## src/rtl/ati_pkg.sv

```systemverilog
package ati_pkg;
  localparam int AXES      = 3;
  localparam int N_EV      = 2 * AXES;
  localparam int REG_W     = 8;
  localparam int ADDR_W    = 8;

  localparam logic [ADDR_W-1:0] ADDR_CTRL     = 8'h30;
  localparam logic [ADDR_W-1:0] ADDR_STATUS   = 8'h31;
  localparam logic [ADDR_W-1:0] ADDR_THR_BASE = 8'h32;

  localparam int CTRL_LATCH_BIT = N_EV;

  typedef struct packed {
    logic             ia;
    logic [N_EV-1:0]  ev;
  } status_t;
endpackage

```

## src/rtl/ati_axis_cmp.sv

```systemverilog
module ati_axis_cmp #(
  parameter int DATA_W = 16,
  parameter int THR_W  = 15
) (
  input  logic signed [DATA_W-1:0] sample,
  input  logic        [THR_W-1:0]  thr,
  output logic                     hit_above,
  output logic                     hit_below
);
  localparam int MAG_W = DATA_W + 1;

  logic              neg;
  logic [MAG_W-1:0]  ext;
  logic [MAG_W-1:0]  mag;
  logic [MAG_W-1:0]  thr_ext;
  logic              exceed;

  always_comb begin
    neg     = sample[DATA_W-1];
    ext     = {sample[DATA_W-1], sample};
    mag     = neg ? (~ext + 1'b1) : ext;
    thr_ext = {{(MAG_W-THR_W){1'b0}}, thr};
    exceed  = mag > thr_ext;
    hit_above = exceed && !neg;
    hit_below = exceed && neg;
  end
endmodule

```

## src/rtl/ati_regfile.sv

```systemverilog
module ati_regfile
  import ati_pkg::*;
#(
  parameter int THR_W = 15
) (
  input  logic                   clk,
  input  logic                   rst_n,
  input  logic                   wr,
  input  logic [ADDR_W-1:0]      addr,
  input  logic [REG_W-1:0]       wdata,
  output logic [AXES*THR_W-1:0]  thr_flat,
  output logic [N_EV-1:0]        ev_en,
  output logic                   latch_mode,
  output logic                   cfg_hit,
  output logic [REG_W-1:0]       cfg_rbyte
);
  localparam int HI_W = THR_W - REG_W;

  logic [N_EV:0]      ctrl_q;
  logic [N_EV:0]      ctrl_d;
  logic               ctrl_we;

  logic [AXES-1:0]    hi_sel;
  logic [AXES-1:0]    lo_sel;
  logic [REG_W-1:0]   hi_byte [AXES];
  logic [REG_W-1:0]   lo_byte [AXES];

  assign ctrl_we = wr && (addr == ADDR_CTRL);
  assign ctrl_d  = wdata[N_EV:0];

  always_ff @(posedge clk or negedge rst_n) begin
    if (!rst_n)       ctrl_q <= '0;
    else if (ctrl_we) ctrl_q <= ctrl_d;
  end

  assign ev_en      = ctrl_q[N_EV-1:0];
  assign latch_mode = ctrl_q[CTRL_LATCH_BIT];

  for (genvar a = 0; a < AXES; a++) begin : g_axis
    logic [HI_W-1:0]  hi_q;
    logic [REG_W-1:0] lo_q;
    logic             hi_we;
    logic             lo_we;

    assign hi_sel[a] = (addr == ADDR_W'(ADDR_THR_BASE + 2*a));
    assign lo_sel[a] = (addr == ADDR_W'(ADDR_THR_BASE + 2*a + 1));
    assign hi_we     = wr && hi_sel[a];
    assign lo_we     = wr && lo_sel[a];

    always_ff @(posedge clk or negedge rst_n) begin
      if (!rst_n)     hi_q <= '0;
      else if (hi_we) hi_q <= wdata[HI_W-1:0];
    end

    always_ff @(posedge clk or negedge rst_n) begin
      if (!rst_n)     lo_q <= '0;
      else if (lo_we) lo_q <= wdata;
    end

    assign thr_flat[a*THR_W +: THR_W] = {hi_q, lo_q};
    assign hi_byte[a] = {{(REG_W-HI_W){1'b0}}, hi_q};
    assign lo_byte[a] = lo_q;
  end

  always_comb begin
    cfg_hit   = 1'b0;
    cfg_rbyte = '0;
    if (addr == ADDR_CTRL) begin
      cfg_hit   = 1'b1;
      cfg_rbyte = {{(REG_W-N_EV-1){1'b0}}, ctrl_q};
    end
    for (int a = 0; a < AXES; a++) begin
      if (hi_sel[a]) begin
        cfg_hit   = 1'b1;
        cfg_rbyte = hi_byte[a];
      end
      if (lo_sel[a]) begin
        cfg_hit   = 1'b1;
        cfg_rbyte = lo_byte[a];
      end
    end
  end
endmodule

```

## src/rtl/ati_status.sv

```systemverilog
module ati_status
  import ati_pkg::*;
(
  input  logic             clk,
  input  logic             rst_n,
  input  logic             smp_valid,
  input  logic [N_EV-1:0]  ev_raw,
  input  logic [N_EV-1:0]  ev_en,
  input  logic             latch_mode,
  input  logic             clr,
  output status_t          st
);
  status_t            st_q;
  status_t            st_d;
  status_t            base;
  logic               hold;
  logic               upd;
  logic [N_EV-1:0]    ev_gated;

  always_comb begin
    ev_gated = ev_raw & ev_en;
    base     = clr ? '0 : st_q;
    hold     = latch_mode && base.ia;
    upd      = smp_valid && !hold;
    st_d     = base;
    if (upd) begin
      st_d.ev = ev_gated;
      st_d.ia = |ev_gated;
    end
  end

  always_ff @(posedge clk or negedge rst_n) begin
    if (!rst_n) st_q <= '0;
    else        st_q <= st_d;
  end

  assign st = st_q;
endmodule

```

## src/rtl/axis_thresh_irq.sv

```systemverilog
module axis_thresh_irq
  import ati_pkg::*;
#(
  parameter int DATA_W = 16,
  parameter int THR_W  = 15
) (
  input  logic                     clk,
  input  logic                     rst_n,
  input  logic                     smp_valid,
  input  logic signed [DATA_W-1:0] smp_x,
  input  logic signed [DATA_W-1:0] smp_y,
  input  logic signed [DATA_W-1:0] smp_z,
  input  logic [ADDR_W-1:0]        reg_addr,
  input  logic                     reg_wr,
  input  logic                     reg_rd,
  input  logic [REG_W-1:0]         reg_wdata,
  output logic [REG_W-1:0]         reg_rdata,
  output logic                     irq_out
);
  logic [AXES*THR_W-1:0]     thr_flat;
  logic [N_EV-1:0]           ev_en;
  logic                      latch_mode;
  logic                      cfg_hit;
  logic [REG_W-1:0]          cfg_rbyte;
  logic signed [DATA_W-1:0]  smp_arr [AXES];
  logic [N_EV-1:0]           ev_raw;
  logic                      st_clr;
  status_t                   st;
  logic [N_EV-1:0]           st_flags;
  logic                      st_ia;
  logic [REG_W-1:0]          rdata_d;
  logic [REG_W-1:0]          rdata_q;

  assign smp_arr[0] = smp_x;
  assign smp_arr[1] = smp_y;
  assign smp_arr[2] = smp_z;

  ati_regfile #(.THR_W(THR_W)) u_regs (
    .clk        (clk),
    .rst_n      (rst_n),
    .wr         (reg_wr),
    .addr       (reg_addr),
    .wdata      (reg_wdata),
    .thr_flat   (thr_flat),
    .ev_en      (ev_en),
    .latch_mode (latch_mode),
    .cfg_hit    (cfg_hit),
    .cfg_rbyte  (cfg_rbyte)
  );

  for (genvar a = 0; a < AXES; a++) begin : g_cmp
    ati_axis_cmp #(.DATA_W(DATA_W), .THR_W(THR_W)) u_cmp (
      .sample    (smp_arr[a]),
      .thr       (thr_flat[a*THR_W +: THR_W]),
      .hit_above (ev_raw[2*a+1]),
      .hit_below (ev_raw[2*a])
    );
  end

  assign st_clr = reg_rd && (reg_addr == ADDR_STATUS);

  ati_status u_status (
    .clk        (clk),
    .rst_n      (rst_n),
    .smp_valid  (smp_valid),
    .ev_raw     (ev_raw),
    .ev_en      (ev_en),
    .latch_mode (latch_mode),
    .clr        (st_clr),
    .st         (st)
  );

  assign st_flags = st.ev;
  assign st_ia    = st.ia;

  always_comb begin
    rdata_d = '0;
    if (reg_addr == ADDR_STATUS) rdata_d = {{(REG_W-N_EV-1){1'b0}}, st};
    else if (cfg_hit)            rdata_d = cfg_rbyte;
  end

  always_ff @(posedge clk or negedge rst_n) begin
    if (!rst_n)      rdata_q <= '0;
    else if (reg_rd) rdata_q <= rdata_d;
  end

  assign reg_rdata = rdata_q;
  assign irq_out   = st_ia;
endmodule

```

## config.mk

```make
export PLATFORM = sky130hd
export DESIGN_NAME = axis_thresh_irq
export DESIGN_NICKNAME = d
export VERILOG_FILES = /design/src/rtl/ati_pkg.sv /design/src/rtl/ati_axis_cmp.sv /design/src/rtl/ati_regfile.sv /design/src/rtl/ati_status.sv /design/src/rtl/axis_thresh_irq.sv
export SDC_FILE = /design/constraint.sdc
export NUM_CORES = 1
export LEC_CHECK = 0
export ABC_AREA = 1
export CORE_MARGIN = 1
export CORE_UTILIZATION = 55
export DETAILED_ROUTE_END_ITERATION = 8
export DONT_BUFFER_PORTS = 1
export HOLD_SLACK_MARGIN = 0.12
export PLACE_DENSITY = 0.8
export SYNTH_ARGS = -nofsm -noshare
export SYNTH_HDL_FRONTEND = slang
export SYNTH_SLANG_ARGS = --single-unit
export TNS_END_PERCENT = 30
```

## constraint.sdc

```tcl
create_clock -name clk -period 2.3 [get_ports clk]
set_clock_uncertainty 0.1 [all_clocks]
set_input_delay 0.69 -clock clk [delete_from_list [all_inputs] [get_ports clk]]
set_output_delay 0.69 -clock clk [all_outputs]
set_load 0.02 [all_outputs]
```

Word level (Yosys, flattened, before mapping)

Index checks and enable logic that the tools add are counted.

Output and inout bits: 9
Register bits after elaboration: 67
Logic and storage cells: 71

Reduce and logical (&&, ||, !) cells: 22
Muxes and demuxes: 21
Add/sub/neg operators: 3
Bitwise operators: 4
$lt $le $gt $ge: 3
Equality and inequality tests: 8

Operators by type and width:

| cell                                                             | number |
|---|---|
| 8-bit by 6-bit == test with 1-bit output (second input constant) | 8 |
| 8-bit two-way mux                                                | 7 |
| 17-bit by 1-bit adder with 17-bit output (second input constant) | 3 |
| 17-bit by 15-bit greater-than comparator with 1-bit output       | 3 |
| 17-bit two-way mux                                               | 3 |
| 17-bit NOT                                                       | 3 |
| 7-bit two-way mux                                                | 4 |
| 1-bit logical AND                                                | 16 |
| 1-bit two-way mux                                                | 7 |
| 6-bit bitwise AND                                                | 1 |
| 6-bit OR reduction                                               | 1 |
| 1-bit zero test                                                  | 4 |
| 2-bit nonzero test                                               | 1 |

Depth between registers and ports, before layout

Depth in word-level cells: 10
Gate-level depth with buffers: 21

By module

Synthesis repeated with hierarchy kept, for this count alone.

Cell total of the unflattened synthesis: 816
Area, all modules: 5795.6 um^2

By module, submodules not included:

| module                             | cells an instance | area an instance (um^2) | instances | seq. area each (um^2) |
|---|---|---|---|---|
| ati_regfile                        | 299               | 2529.9                  | 1         | 1301.2 |
| ati_axis_cmp at g_cmp[0].u_cmp ... | 131               | 793.3                   | 2         | 0.0 |
| ati_axis_cmp at g_cmp[1].u_cmp     | 138               | 809.5                   | 1         | 0.0 |
| axis_thresh_irq                    | 78                | 536.8                   | 1         | 200.2 |
| ati_status                         | 39                | 332.8                   | 1         | 175.2 |

Worst setup path before layout

OpenSTA, ideal clock, no wires.

Path type: input -> register
Start: input smp_x[0]
End: register u_status.st_q (netlist bit u_status.st[6])
Slack: -0.685 ns
Data required time: 2.083 ns
Cell stages on the path: 19
Buffers on the path: 0
Data arrival time: 2.768 ns
Cells stage by stage: inv_1 ha_1 inv_1 nor3_1 nor3b_2 nand2_1 o31ai_1 xnor2_1 ha_1 a21oi_1 o21ai_0 nand3_1 nand2_1 nor2_2 nand2_2 o211ai_2 nand3_1 nand2_1 nand2_1

RTL lines:

| element              | line                  | RTL |
|---|---|---|
| from (decl)          | axis_thresh_irq.sv:10 | `input logic signed [DATA_W-1:0] smp_x,` |
| to (signal assigned) | ati_status.sv:34      | `else st_q <= st_d;` |
| to (decl)            | ati_status.sv:13      | `status_t st_q;` |

Final worst setup path

Start: input smp_y[1]
End: register u_status.st_q (netlist bit u_status.st[2])

Longest elaborated chain between the ends: 7

RTL lines:

| element                                                        | line                  | RTL |
|---|---|---|
| from (decl)                                                    | axis_thresh_irq.sv:11 | `input logic signed [DATA_W-1:0] smp_y,` |
| 17-bit NOT                                                     | ati_axis_cmp.sv:21    | `mag = neg ? (~ext + 1'b1) : ext;` |
| 17-bit by 1-bit adder with 17-bit output                       | ati_axis_cmp.sv:21    |  |
| 17-bit two-way mux (*)                                         | ati_axis_cmp.sv:21    |  |
| 17-bit by 15-bit greater-than comparator with 1-bit output (*) | ati_axis_cmp.sv:23    | `exceed = mag > thr_ext;` |
| 1-bit logical AND (*)                                          | ati_axis_cmp.sv:25    | `hit_below = exceed && neg;` |
| 6-bit bitwise AND (*)                                          | ati_status.sv:21      | `ev_gated = ev_raw & ev_en;` |
| 7-bit two-way mux (*)                                          | ati_status.sv:26      | `if (upd) begin` |

Mark *: on every way between the ends. The rest lies on a longest branch, timed or not.
A chain may end at the register's enable or synchronous reset.

==> impl_metrics.tcl <==
set metrics [dict create \
    status "complete, but fails checks" \
    violations "negative hold slack, negative setup slack" \
    switching_power_mw 0.9184 \
    rsz0062_at_grt "yes" \
    fmax_mhz 363.7 \
    cts.sinks 67 \
    max-clock-path-buffers 2 \
    path_max_fanout 3 \
    design_area_um2 6511 \
    antennaDiodeCount 0 \
    track_usage_pct 28.91 \
    p_int_mw 2.157 \
    ant_nets 0 \
    top_layer_used "met4" \
    core_area_um2 9774 \
    wl_met3_mm 1.145 \
    async_reset_ff_share_pct 100.0 \
    syn_to_final_growth_pct 16.89 \
    worstSetupStartpointType "input pin" \
    place_area_um2 6046 \
    dp_hpwl_mm 11.37 \
    cts-root-buf "clkbuf_8" \
    dr_wl_met2_mm 6.846 \
    drive_gt1_share_pct 19.22 \
    slew-limit-headroom_pct 65.26 \
    ys_ff_latch 67 \
    fin_crit_sh_pct 119.5 \
    fillers 824 \
    clk_latency_ns 0.35 \
    cap_violations 0 \
    setup_viol 7 \
    dieArea_um2 10530 \
    h-tree-depth 3 \
    synth_flop_cell "dfrtp_1" \
    avgSynthCellArea_um2 7.281 \
    ys_types 40 \
    tightest_slew_ns 0.5210 \
    p_seq_share_pct 41.4 \
    vias 5334 \
    vdd_drop_max_uv 318.9 \
    synth_area_um2 5570 \
    die_h_um 102.6 \
    synth_edf_count 0 \
    hold_slack_ns -0.06872 \
    tns_ns -2.782 \
    yosys_warnings 0 \
    worst-setup-path-type "in -> reg" \
    die_w_um 102.6 \
    yosysSeqAreaShare_pct 30.10 \
    cp.arrival_ns 2.86 \
    p_leak_nw 3.025 \
    dpl.cell_count 930 \
    viasPerCell 5.615 \
    place_congestion 0.9255 \
    nNetsFinal 929 \
    period_minus_slack_ns 2.749 \
    cts_made_buffers 9 \
    setup_slack_ns -0.4493 \
    wl_per_cell_um 15.18 \
    critPathCaptureType "register" \
    row_count 36 \
    clk_pin_slew_ns 0.08 \
    cts_tree "built" \
    dr.pass1.iters 6 \
    p_total_mw 3.076 \
    grt_pass1_wl_mm 23.39 \
    fin_cells 950 \
    p_sw_share_pct 29.86 \
    drt-total-wl_mm 14.42 \
    clockPowerShare_pct 35.6 \
    drt_iter0_drc 465 \
    antenna_found_initial 0 \
    cp.required_ns 2.41 \
    p_per_area_nw_per_um2 472.4 \
    initial_core_util_pct 56.99 \
    hold_class "in -> async" \
    first_global_vias 5070 \
    grt_remaining_overflow 0 \
    hold_violations 67 \
    drc_errors 0 \
    drt-met1-wl_mm 6.021 \
    syn_nets 882 \
    synthCells 765 \
    io_pins 78 \
    grt_max_degree 68 \
    final_max_slew_viol_count 0 \
    io_buffers 0 \
    power_frac_comb_pct 23.1 \
]
cells in the final DEF (no fill, tap or decap), types with 2 or more instances in the layout:
cell type  count
a21oi_2        6
o2111ai_1      6
inv_6          3
nand4_1       18
ha_4           3
inv_4          2
xnor2_1       15
buf_4         49
o31ai_1        3
inv_1        107
o21ai_1       60
o31ai_4        3
nand2_4        2
nor3_1         6
nor3_4         2
nor2_1        54
dfrtp_1       67
nor2_8         2
nand2_2       16
a22oi_1        7
nor4_1         2
a21oi_1       24
o21ai_2       10
ha_1          45
nor2_4         7
o21ai_0       13
clkinv_4       3
bufinv_16      2
nor2_2        12
xor2_1        24
nand3_1       38
inv_2          7
o211ai_1       4
clkbuf_8       9
nand3_4        3
nand3_2        6
nand2_1      163
timing repair:
item,in CTS,in global routing
setup buffers,2,2
setup endpoints to repair,7,7
hold endpoints to repair,67,67
resized for setup,23,36
pin swaps,14,31
cells by family after synthesis:
family                   after synthesis  share of synthesized area [%]
flip-flops                            67                          30.10
adder cells (fa/ha/maj)               48                          10.78
XOR/XNOR                              39                          6.132
AO/OA/AOI/OAI                        141                          14.76
buffers and inverters                135                          9.838
AND/OR/NAND/NOR                      335                          28.39
through the flow:
stage	util (%)	worst slack (ns)
after floorplan	-	-0.5939
after global placement	61.85	-0.7787
after detailed placement	61.85	-0.8937
after CTS	65.13	-0.4305
after global routing	66.62	-0.6550
final	66.62	-0.4493
flip-flops by register name (all words and copies together) (netlist names):
| register | count |
|---|---|
| u_regs.g_axis.lo_q | 24 |
| reg_rdata | 8 |
| u_regs.ctrl_q | 7 |
| u_status.st | 7 |
| u_regs.g_axis.hi_q | 21 |
worst paths after layout:
path / slack (ns) / to / depth (start not counted) / startpoint
setup / recovery: -0.45 / u_status.st[2] / 20 / smp_y[1]
hold / removal: -0.07 / reg_rdata[3] / 0 / rst_n
setup reg to reg: 0.29 / u_status.st[6] / 12 / u_regs.g_axis[2].hi_q[0]
hold reg to reg: 0.40 / u_regs.g_axis[0].lo_q[4] / 2 / u_regs.g_axis[0].lo_q[4]
max in group asynchronous: 2.06 / u_regs.g_axis[0].hi_q[0] / 0 / rst_n
min in group clk: 0.40 / u_regs.g_axis[0].lo_q[4] / 2 / u_regs.g_axis[0].lo_q[4]
layer usage:
layer  GRT usage [%]  vias up
li1                -     2612
met5               0        -
met4           11.65        0
met2           48.00      230
met3           5.153       34
met1           37.30     2458
worst max-delay path, cell delays in order:
cell       delay, ns
clkinv_16       0.03
ha_4            0.13
inv_4           0.04
nor3_4          0.19
nand2_2         0.10
nor2_4          0.13
nand2_2         0.07
nand2_2         0.10
nand2_2         0.05
xor2_1          0.16
ha_1            0.33
nand2_1         0.07
nand2_1         0.06
a21oi_2         0.13
o211ai_1        0.10
nor2_1          0.12
nand2_2         0.09
buf_4           0.14
nand3_1         0.06
o21ai_1         0.06
cell type report:
cell class / instances / area, um^2 / share of cell area (%)
Tap cell: 133 / 166.4 / 2.556
Clock buffer: 9 / 123.9 / 1.902
Clock inverter: 7 / 100.1 / 1.537
Timing Repair Buffer: 49 / 367.9 / 5.650
Sequential cell: 67 / 1677 / 25.75
Multi-Input combinational cell: 563 / 3541 / 54.38
Inverter: 122 / 535.5 / 8.224
cells in the mapped netlist (2+ instances only):
| cell | instances | area share, % |
|---|---|---|
| nor2_8 | 2 | 0.72 |
| nand3_4 | 3 | 0.94 |
| a21oi_1 | 30 | 2.7 |
| a22oi_1 | 7 | 0.94 |
| xor2_1 | 24 | 3.8 |
| inv_2 | 6 | 0.40 |
| nor2_4 | 6 | 1.2 |
| nor4_1 | 2 | 0.22 |
| nor3_1 | 8 | 0.72 |
| nand2_4 | 2 | 0.40 |
| buf_2 | 4 | 0.36 |
| dfrtp_1 | 67 | 30 |
| clkbuf_1 | 4 | 0.27 |
| o31ai_1 | 7 | 0.94 |
| nand2_1 | 171 | 12 |
| o211ai_1 | 4 | 0.54 |
| o2111ai_1 | 6 | 0.94 |
| buf_6 | 4 | 0.81 |
| nand2_2 | 8 | 0.90 |
| inv_1 | 115 | 7.7 |
| nor2_2 | 8 | 0.90 |
| o21ai_0 | 18 | 1.6 |
| xnor2_1 | 15 | 2.4 |
| nand4_1 | 18 | 2.0 |
| nor2_1 | 59 | 4.0 |
| o21ai_2 | 8 | 1.3 |
| nand3_2 | 3 | 0.54 |
| o21ai_1 | 57 | 5.1 |
| ha_1 | 48 | 11 |
| nand3_1 | 41 | 3.7 |
power by group through the flow:
| stage | clock, mW | sequential [mW] | combinational (mW) |
|---|---|---|---|
| finish | 1.09 | 1.27 | 0.709 |
| global route | 1.17 | 1.28 | 0.806 |
| CTS | 1.10 | 1.27 | 0.675 |
| detailed placement | 0 | 1.29 | 0.659 |
| global placement | 0 | 1.29 | 0.617 |
| floorplan | 0 | 1.28 | 0.485 |
(Power assumes the default switching activity.)
